File: src/rtl/dma_seq.sv
module dma_seq #(
  parameter int AW = 32,
  parameter int CW = 16
) (
  input  logic          clk,
  input  logic          rst_n,
  input  logic          start_i,
  input  logic [AW-1:0] src_addr_i,
  input  logic [AW-1:0] dst_addr_i,
  input  logic [1:0]    src_width_i,
  input  logic [1:0]    dst_width_i,
  input  logic [3:0]    burst_i,
  input  logic [1:0]    src_mode_i,
  input  logic [1:0]    dst_mode_i,
  input  logic [CW-1:0] size_i,
  input  logic          abort_i,
  input  logic          mem_ack_i,
  input  logic          mem_err_i,
  output logic          mem_req_o,
  output logic          mem_we_o,
  output logic [AW-1:0] mem_addr_o,
  output logic [1:0]    mem_size_o,
  output logic [CW-1:0] residue_o,
  output logic          busy_o,
  output logic          tc_o,
  output logic          err_o,
  output logic          abort_o
);
  localparam int BW = 11;

  typedef enum logic [1:0] {IDLE, RD, WR} st_t;
  st_t st;

  logic [AW-1:0] src_a, dst_a;
  logic [1:0]    sw, dw, sm, dm;
  logic [3:0]    bc;
  logic [CW-1:0] res;
  logic [BW-1:0] rd_left, wr_left, grp_n;
  logic [2:0]    sub;
  logic          abt_pend, tc_q, err_q, ab_q;

  function automatic logic [AW-1:0] step(input logic [AW-1:0] a, input logic [1:0] m,
                                         input logic [1:0] w);
    case (m)
      2'd0:    step = a + (AW'(1) << w);
      2'd1:    step = a - (AW'(1) << w);
      default: step = a;
    endcase
  endfunction

  function automatic logic [BW-1:0] grp(input logic [CW-1:0] r, input logic [3:0] b);
    logic [31:0] bl, rr;
    bl = (b > 4'd10) ? 32'd1024 : (32'd1 << b);
    rr = 32'(r);
    grp = (rr < bl) ? rr[BW-1:0] : bl[BW-1:0];
  endfunction

  wire [2:0] sub_top = 3'((4'd1 << (sw - dw)) - 4'd1);
  wire       abt_now = abt_pend | abort_i;

  assign mem_req_o  = (st != IDLE);
  assign mem_we_o   = (st == WR);
  assign mem_addr_o = (st == WR) ? dst_a : src_a;
  assign mem_size_o = (st == WR) ? dw : sw;
  assign residue_o  = res;
  assign busy_o     = (st != IDLE);
  assign tc_o       = tc_q;
  assign err_o      = err_q;
  assign abort_o    = ab_q;

  always_ff @(posedge clk or negedge rst_n) begin
    if (!rst_n) begin
      st <= IDLE; src_a <= '0; dst_a <= '0; sw <= '0; dw <= '0; sm <= '0; dm <= '0;
      bc <= '0; res <= '0; rd_left <= '0; wr_left <= '0; grp_n <= '0; sub <= '0;
      abt_pend <= 1'b0; tc_q <= 1'b0; err_q <= 1'b0; ab_q <= 1'b0;
    end else begin
      tc_q <= 1'b0; err_q <= 1'b0; ab_q <= 1'b0;
      abt_pend <= (st != IDLE) && abt_now;
      case (st)
        IDLE: if (start_i) begin
          src_a <= src_addr_i; dst_a <= dst_addr_i;
          sw <= src_width_i; dw <= (dst_width_i > src_width_i) ? src_width_i : dst_width_i;
          sm <= src_mode_i; dm <= dst_mode_i; bc <= burst_i; res <= size_i;
          rd_left <= grp(size_i, burst_i); grp_n <= grp(size_i, burst_i);
          if (size_i == '0) tc_q <= 1'b1;
          else st <= RD;
        end
        RD: if (mem_ack_i) begin
          if (mem_err_i) begin
            st <= IDLE; err_q <= 1'b1; abt_pend <= 1'b0;
          end else begin
            src_a <= step(src_a, sm, sw);
            if (abt_now) begin
              st <= IDLE; ab_q <= 1'b1; abt_pend <= 1'b0;
            end else if (rd_left == BW'(1)) begin
              st <= WR; wr_left <= grp_n; sub <= sub_top;
            end else rd_left <= rd_left - BW'(1);
          end
        end
        WR: if (mem_ack_i) begin
          if (mem_err_i) begin
            st <= IDLE; err_q <= 1'b1; abt_pend <= 1'b0;
          end else begin
            dst_a <= step(dst_a, dm, dw);
            if (sub == 3'd0) begin
              res <= res - CW'(1);
              if (res == CW'(1)) begin
                st <= IDLE; tc_q <= 1'b1; abt_pend <= 1'b0;
              end else if (abt_now) begin
                st <= IDLE; ab_q <= 1'b1; abt_pend <= 1'b0;
              end else if (wr_left == BW'(1)) begin
                st <= RD;
                rd_left <= grp(res - CW'(1), bc);
                grp_n   <= grp(res - CW'(1), bc);
              end else begin
                wr_left <= wr_left - BW'(1); sub <= sub_top;
              end
            end else begin
              sub <= sub - 3'd1;
              if (abt_now) begin
                st <= IDLE; ab_q <= 1'b1; abt_pend <= 1'b0;
              end
            end
          end
        end
        default: st <= IDLE;
      endcase
    end
  end
endmodule

File: config.mk
export PLATFORM = sky130hd
export DESIGN_NAME = dma_seq
export DESIGN_NICKNAME = d
export VERILOG_FILES = /design/src/rtl/dma_seq.sv
export SDC_FILE = /design/constraint.sdc
export NUM_CORES = 1
export LEC_CHECK = 0
export ABC_AREA = 0
export BUFFER_PORTS_ARGS = -buffer_cell sky130_fd_sc_hd__clkbuf_2
export CORE_MARGIN = 8
export CORE_UTILIZATION = 60
export DETAILED_ROUTE_END_ITERATION = 8
export GPL_TIMING_DRIVEN = 1
export PLACE_DENSITY = 0.9
export SKIP_LAST_GASP = 1
export SYNTH_ARGS = -nofsm -noshare
export SYNTH_HDL_FRONTEND = slang
export SYNTH_SLANG_ARGS = --single-unit
File: constraint.sdc
create_clock -name clk -period 5.98 [get_ports clk]
set_clock_uncertainty 0.2 [all_clocks]
set_input_delay 0.897 -clock clk [delete_from_list [all_inputs] [get_ports clk]]
set_output_delay 0.897 -clock clk [all_outputs]
set_load 0.005 [all_outputs]
==> results of run 1 <==
-- metal layers --
metal / vias up / global-route usage / part of all wire
met5: - / 0 / 0
met4: 0 / 0.140 / 0.042
met3: 120 / 0.0568 / 0.082
met2: 575 / 0.451 / 0.45
met1: 5418 / 0.383 / 0.42
li1: 5353 / - / -
-- critical path: cells and delay by family, from the launching register on --
family,cells,cell delay (ns)
compound gates,8,2.46
fa+ha+maj,2,0.54
buf+inv,2,0.30
flops,1,0.46
mux,1,0.19
simple gates,2,0.39
-- synthesized netlist by cell type (3+ instances only) --
master / count / area, um^2
mux2_2: 52 / 586
and2_1: 5 / 31.3
o21a_1: 17 / 128
xnor2_1: 51 / 447
clkbuf_8: 3 / 41.3
o211ai_1: 13 / 97.6
o21bai_1: 9 / 67.6
nand4_1: 14 / 87.6
xor2_1: 31 / 272
or2_2: 7 / 43.8
o21ai_0: 145 / 726
a21oi_1: 128 / 641
mux2i_1: 48 / 480
o311ai_0: 3 / 26.3
o21ba_2: 3 / 30.0
nor2b_1: 13 / 81.3
a22oi_1: 6 / 45.0
a21o_1: 33 / 248
o21ai_1: 3 / 15.0
nand2_1: 148 / 556
buf_1: 8 / 30.0
nor2_1: 82 / 308
a211oi_1: 10 / 75.1
or3_1: 5 / 31.3
dfrtp_1: 134 / 3350
ha_1: 109 / 1360
and3_1: 20 / 125
clkbuf_1: 40 / 150
nand3_1: 32 / 160
buf_4: 3 / 22.5
a31oi_1: 8 / 50.1
a221oi_1: 9 / 78.8
buf_2: 3 / 15.0
nor3_1: 28 / 140
o31ai_1: 7 / 52.6
inv_1: 64 / 240
o22ai_1: 3 / 18.8
a2bb2oi_1: 5 / 43.8
a211o_1: 4 / 35.0
o221a_2: 5 / 56.3
o2bb2ai_1: 3 / 26.3
nand2b_1: 25 / 156
nor4_1: 14 / 87.6
-- stage by stage --
stage | util | hold slack (ns)
floorplan | - | 0.251
global placement | 0.657 | 0.275
detailed placement | 0.657 | 0.290
CTS | 0.686 | 0.305
global route | 0.686 | 0.344
finish | 0.686 | 0.302
-- state kept, by name, indices dropped and copies added (netlist names), 2 cells and up --
| register | count |
|---|---|
| bc | 4 |
| st | 2 |
| dst_a | 32 |
| dm | 2 |
| wr_left | 11 |
| rd_left | 11 |
| sub | 3 |
| grp_n | 11 |
| residue_o | 16 |
| sw | 2 |
| sm | 2 |
| src_a | 32 |
| dw | 2 |
-- kinds of logic (layout without fill, tap and decap cells) --
| logic type | Yosys count | in the layout |
|---|---|---|
| buffers and inverters | 124 | 259 |
| multiplexers | 100 | 100 |
| other | 1 | 10 |
| XOR/XNOR | 82 | 82 |
| flip-flops | 134 | 134 |
| AND/OR/NAND/NOR | 413 | 413 |
| AO/OA/AOI/OAI | 439 | 439 |
| adder cells (fa/ha/maj) | 111 | 111 |
-- cell type report --
class / count / share of cell area
multi-input cells: 1155 / 0.598
well taps: 265 / 0.0249
repair buffers: 163 / 0.0636
inverters: 65 / 0.0183
clock inverters: 10 / 0.00752
clock buffers: 21 / 0.0353
flip-flops and latches: 134 / 0.252
-- worst paths after layout --
path / endpoint / slack [ns] / depth (start not counted)
min in group asynchronous: grp_n[2] / 0.35 / 1
min: sub[0] / 0.30 / 1
max in group asynchronous: dst_a[13] / 4.03 / 2
max reg2reg: src_a[29] / 1.33 / 15
max: src_a[29] / 1.33 / 15
min reg2reg: sub[0] / 0.30 / 1
-- report_power, final --
part | internal [mW] | switching, mW | leakage [nW]
Sequential | 1.37 | 0.524 | 1.63
Clock | 0.603 | 0.433 | 0.256
Combinational | 2.67 | 3.73 | 4.21
Total | 4.65 | 4.68 | 6.10
==> results by group, run 1 <==
Status
  – Result of the run: finished clean

Detailed routing
  – DR vias: ~11000
  – Aggregate routed wire length: roughly 36000 um
  – DRC Markers: 0
  – Per-cell via count in the routed design: around 6.3
  – Number of iterations in the first detailed-routing pass: 6
  – Final antenna-violating net count: 0
  – Wire length per cell: 19.7 um
  – Number of DRC markers in iteration 0: about 900

Timing
  – Time the final worst path needs with I/O delays and setup: 4.65 ns
  – Pins Over Slew Limit: 0
  – Final WS setup: 1.33 ns
  – Final critical-path share of the clock period: 0.778
  – Unrepaired setup endpoints after global routing: false
  – Setup tns final: 0 ns
  – Final Hold Violating Endpoints: 0
  – Max Clock Freq: roughly 0.21 GHz
  – Worst slew pin tran: approximately 1.3 ns
  – Worst-case headroom to the max-slew limit: 0.124
  – Setup-violating endpoint count in the final report: 0

Clock tree
  – Clock sink total: 134
  – Cell at the root of the clock tree: clkbuf_16
  – Post-CTS Setup Repair Bufs: 0
  – CTS H-Tree Depth: 4
  – CTS clock-pin slew for the worst setup and hold paths: roughly 0.07 ns
  – TritonCTS Buffers: 17
  – Count of hold buffers inserted by post-cts repair: 0
  – Source-to-sink clock delay at the later pin of the worst-skew pair: 0.43 ns
  – Worst-case clock buffer depth: 2
  – Clock tree from TritonCTS: yes
  – Number of resized instances in the post-cts repair step: 0

Placed design
  – Instance count after placement with tap cells included: ~1800
  – Cell area reported after detailed placement: between 10000 and 15000 um^2
  – Quantity of I/O buffers inserted on ports: 153
  – Placement Setup Slack: roughly 1.5 ns
  – GPL Wtd Cong: 0.964
  – Half-perimeter wire length of the detailed placement result: ~27000 um

Logic synthesis
  – Mean instance size in the synthesized netlist: 8.40 um^2
  – Synth Cell Area: roughly 12000 um^2
  – EDFF count, synth: 0
  – Synth async-reset ratio: 1.00
  – Portion of netlist area occupied by mux cells: 0.0904
  – Flip-flop and latch count after synthesis: approximately 130
  – Compound-cell area share of the yosys netlist: 0.229
  – Adder-Cell Fraction of Synth Area: 0.119
  – Post-Syn Instances: 1404
  – Post-synthesis xor/xnor area fraction: 0.0609
  – Main combinational cell family by area after synthesis: compound AO/OA/AOI/OAI gates
  – Ys flop type: dfrtp_1
  – Number of distinct library cells after synthesis: 80
  – Sequential share of the synthesized area: 0.284
  – Simple-Gate Fraction of Synth Area: 0.170
  – Synth Warn #: 0

Final layout
  – Number of nets at the end of the flow: between 1500 and 2000
  – Layout cell share with drive strength beyond 1: 0.181
  – Storage cell area: about 3400 um^2
  – Number of inserted filler cells in the final layout: between 1500 and 2000
  – Commonest cells after routing, fill and taps aside: clkbuf_2 (152), nand2_1 (148), o21ai_0 (143), dfrtp_1 (134), a21oi_1 (128)
  – Number of standard cells in the final layout excluding fillers: between 1500 and 2000
  – Number of inserted diodes: 0
  – Most common cell after layout, fill and taps aside: clkbuf_2
  – Synth-to-layout area growth: 12.9%
  – Final Cell Area: about 13000 um^2
  – Multi-input gate area: roughly 8000 um^2

Die
  – Std-Cell Core Area: 19400 um^2
  – Initial cell density of the core: 0.608
  – Die height: ~160 um
  – I/O pin count: roughly 150
  – Die Area: 24400 um^2
  – Row cnt: 51
  – Horizontal extent of the die: ~160 um

Critical path
  – List of cells traversed by the critical path: or2_2, ha_1, inv_1, o21ai_1, buf_4, ha_1, a21o_1, a211o_1, o211ai_1, o21ai_0, a2111oi_0, o21bai_1, a31oi_1, mux2i_1, nand2_1
  – Biggest fanout along the worst timing path: 14
  – Worst path required time: between 6 and 7 ns
  – Slowest stage cell on the critical path: a2111oi_0
  – WP data arrival: between 4 and 5 ns
  – Worst reg2reg startpoint: sw[1]
  – Delay of the slowest cell on the worst path: 0.75 ns
  – Critical path origin: sw[1]
  – Element type at the critical path end: flop
  – Startpoint kind of the worst setup timing path: flop
  – Worst setup path category: flop to flop
  – Most used cell along the critical path: ha_1

Min path
  – Hold crit path type: flop to flop
  – Hold wc startpoint: sub[0]

Global routing
  – Maximum number of pins on one net before global-route repair: 91
  – Total global-route track usage: 0.291
  – Total congestion overflow: 0
  – Wire length of the first global-routing pass: around 57000 um
  – Via count of the first global-routing pass: approximately 11000
  – Antenna violations before repair: 0

Pwr
  – Sum of internal, switching and leakage power: between 9 and 10 mW
  – Maximum vdd ir drop: 0.000366 V
  – Power density normalized to cell area: ~700 nW/um^2
  – Standby leakage power: 6.10 nW

Job
  – Max_cap viols: 0
(Power assumes the default switching activity.)
==> run 2: changes to the inputs <==
Settings changed: ABC_AREA 0 to 1, CORE_UTILIZATION 60 to 55, PLACE_DENSITY 0.9 to 0.87.
Clock period 5.98 ns to 4.1 ns, I/O delays scaled along.
==> run 2 against run 1 <==
Net effect:
- worst setup slack lost 0.77 ns
- synthesized area grew 11%
- clock power grew 50%
==> results by group, run 2 <==
Job
  – Max_cap viols: 0 (unchanged)

Final layout
  – Synth-to-layout area growth: 12.6%
  – Number of inserted diodes: 0 (unchanged)
  – Most common cell after layout, fill and taps aside: nand2_1
  – Fraction of the core area covered by cells at the end of the flow: 0.628 (-0.0578)
  – Layout cell share with drive strength beyond 1: 0.113 (-0.0679)
  – Number of nets at the end of the flow: 2408 (+38%)
  – Commonest cells after routing, fill and taps aside: nand2_1 (617), nor2_1 (227), inv_1 (225), o21ai_0 (189), clkbuf_2 (152)

Clock tree
  – CTS clock-pin slew for the worst setup and hold paths: 0.07 ns (about the same)
  – Count of hold buffers inserted by post-cts repair: 0 (unchanged)
  – CTS H-Tree Depth: 4 (unchanged)
  – Source-to-sink clock delay at the later pin of the worst-skew pair: 0.43 ns (about the same)
  – Cell at the root of the clock tree: clkbuf_16
  – Clock tree from TritonCTS: yes
  – Post-CTS Setup Repair Bufs: 0 (unchanged)
  – Worst-case clock buffer depth: 2 (unchanged)
  – Clock sink total: 134 (unchanged)
  – Number of resized instances in the post-cts repair step: 0 (unchanged)
  – TritonCTS Buffers: 17 (unchanged)

Detailed routing
  – Wire length per cell: 17.5 um (-11%)
  – Final antenna-violating net count: 0 (unchanged)
  – Number of iterations in the first detailed-routing pass: 8 (+2)
  – Per-cell via count in the routed design: 5.70 (-9.8%)
  – Number of DRC markers in iteration 0: 1310 (+43%)
  – DRC Markers: 0 (unchanged)
  – Aggregate routed wire length: 44300 um (+24%)
  – DR vias: 14439 (+26%)

Global routing
  – Total congestion overflow: 0 (unchanged)
  – Total global-route track usage: 0.303 (+0.0122)
  – Wire length of the first global-routing pass: 70400 um (+23%)
  – Antenna violations before repair: 2 (+2)
  – Maximum number of pins on one net before global-route repair: 91 (unchanged)
  – Via count of the first global-routing pass: 13630 (+21%)

Timing
  – Setup tns final: 0 ns (unchanged)
  – Max Clock Freq: about 0.28 GHz
  – Time the final worst path needs with I/O delays and setup: 3.54 ns
  – Pins Over Slew Limit: 0 (unchanged)
  – Final Hold Violating Endpoints: 0 (unchanged)
  – Final WS setup: 0.558 ns (-0.771 ns)
  – Setup-violating endpoint count in the final report: 0 (unchanged)
  – Worst-case headroom to the max-slew limit: 0.312 (+0.188)
  – Unrepaired setup endpoints after global routing: false
  – Worst slew pin tran: 1.03 ns (-0.277 ns)
  – Final critical-path share of the clock period: 0.864

Critical path
  – Biggest fanout along the worst timing path: 68 (+54)
  – Element type at the critical path end: output pin
  – Delay of the slowest cell on the worst path: 0.66 ns (-0.09 ns)
  – Critical path origin: st[0]
  – List of cells traversed by the critical path: inv_1, ha_4, buf_4, nand2_1, nand2_1, clkbuf_2
  – Worst setup path category: flop to output pin
  – WP data arrival: 2.73 ns (-2.05 ns)
  – Worst path required time: 3.28 ns (-2.83 ns)
  – Worst reg2reg startpoint: dm[1]
  – Slowest stage cell on the critical path: buf_4
  – Most used cell along the critical path: nand2_1
  – Startpoint kind of the worst setup timing path: flop

Die
  – Std-Cell Core Area: 23400 um^2 (+21%)
  – Die height: 170 um (+8.9%)
  – Initial cell density of the core: 0.558 (-0.0495)
  – Horizontal extent of the die: 170 um (+8.9%)
  – Row cnt: 56 (+9.8%)
  – Die Area: 28900 um^2 (+19%)
  – I/O pin count: 154 (unchanged)

Pwr
  – Flop pwr share: 0.177 (-0.026)
  – Sum of internal, switching and leakage power: 15.0 mW (+61%)
  – Switching Share: 0.564 (+0.0619)
  – Share of power burned in the clock network: 0.104 (-0.007)
  – Power density normalized to cell area: 1020 nW/um^2 (+46%)
  – Standby leakage power: 7.69 nW (+26%)
  – Net switching power of the design: 8.48 mW (+81%)
  – Maximum vdd ir drop: 0.000375 V (+2.5%)
  – Logic pwr share: 0.719 (+0.033)
  – Internal power summed over all cells: 6.55 mW (+41%)

Logic synthesis
  – Top cell type by total area after synthesis: dfrtp_1
  – Synth Warn #: 0 (unchanged)
  – Number of distinct library cells after synthesis: 49 (-39%)
  – Flip-flop and latch count after synthesis: 134 (unchanged)
  – List of most frequent post-synthesis cells: nand2_1 (617), nor2_1 (227), inv_1 (225), o21ai_0 (189), dfrtp_1 (134)
  – Leading cell type by number of instances after synthesis: nand2_1
  – Post-Syn Instances: 2062 (+47%)
  – Area share of the largest cell type after synthesis: 0.257 (-0.0277)
  – Synth async-reset ratio: 1.00 (unchanged)
  – Ys flop type: dfrtp_1
  – Synth Cell Area: 13100 um^2 (+11%)
  – Cell types with the largest area share after synthesis: dfrtp_1 (26%), nand2_1 (18%), ha_1 (10%), o21ai_0 (7.2%), nor2_1 (6.5%)
  – Sequential share of the synthesized area: 0.257 (-0.0277)
  – EDFF count, synth: 0 (unchanged)
  – Mean instance size in the synthesized netlist: 6.33 um^2 (-25%)

Status
  – Result of the run: finished clean

Placed design
  – GPL Wtd Cong: 1.02 (+6.3%)
  – Placement Setup Slack: 0.713 ns (-0.803 ns)
  – Quantity of I/O buffers inserted on ports: 153 (unchanged)
  – Half-perimeter wire length of the detailed placement result: 34700 um (+30%)

Min path
  – Hold crit path type: primary input to asynchronous set/reset pin
[run 2: cell count changes after synthesis, moves of 20 or more]
cell	change
a21o_1	-27
nand2_1	+469
nand3_1	+94
xnor2_1	-38
mux2_2	-52
nor2_1	+145
mux2i_1	-48
inv_1	+161
nand2b_1	-25
o21ai_0	+44
and3_1	-20
[run 2: power groups by stage]
stage	Combinational, mW	Sequential, mW	Clock (mW)
finish	10.8	2.65	1.56
global placement	10.4	2.61	0
floorplan	7.87	2.42	0
detailed placement	10.6	2.65	0
global route	12.1	2.73	1.63
CTS	10.7	2.63	1.58
[run 2: area by class of cell]
| class | count | area [um^2] |
|---|---|---|
| Multi-Input combinational cell | 1640 | 8560 |
| Fill cell | 2268 | 8700 |
| Sequential cell | 134 | 3350 |
| Clock buffer | 18 | 429 |
| Timing Repair Buffer | 173 | 935 |
| Inverter | 233 | 877 |
| Tap cell | 319 | 399 |
| Clock inverter | 14 | 151 |
[run 2: layer usage]
metal,track usage,routed length [um]
met1,0.365,17900
met2,0.528,21300
met3,0.0505,3110
met4,0.127,1890
met5,0,25
[run 2: kinds of logic after synthesis]
| group | Yosys count | share of synthesized area |
|---|---|---|
| buf+inv | 297 | 0.0918 |
| flops | 134 | 0.257 |
| simple gates | 1047 | 0.330 |
| other cells | 1 | 0.000287 |
| fa+ha+maj | 111 | 0.107 |
| xor+xnor | 52 | 0.0349 |
| compound gates | 420 | 0.179 |
[run 2: worst paths after layout]
check	slack [ns]	to	cells past startpoint
worst max-delay path	0.56	mem_addr_o[24]	6
worst min-delay path	0.07	src_a[1]	1
worst max register to register	0.65	dst_a[17]	12
worst min register to register	0.29	sub[1]	2
max in group asynchronous	2.86	residue_o[0]	2
min in group clk	0.20	sm[0]	3
[run 2: worst max-delay path, delay by kind of cell (launching register included)]
| kind | cells | cell delay, ns |
|---|---|---|
| flops | 1 | 0.41 |
| buf+inv | 3 | 0.90 |
| simple gates | 2 | 0.27 |
| fa+ha+maj | 1 | 0.62 |
[run 2: per-stage QoR]
step | hold slack (ns) | cell area, um^2 | std cells
floorplan | 0.119 | 13100 | 2071
global placement | 0.265 | 14100 | 2499
detailed placement | 0.274 | 14100 | 2499
CTS | 0.106 | 14700 | 2531
global route | 0.142 | 14700 | 2531
finish | 0.0664 | 14700 | 2531
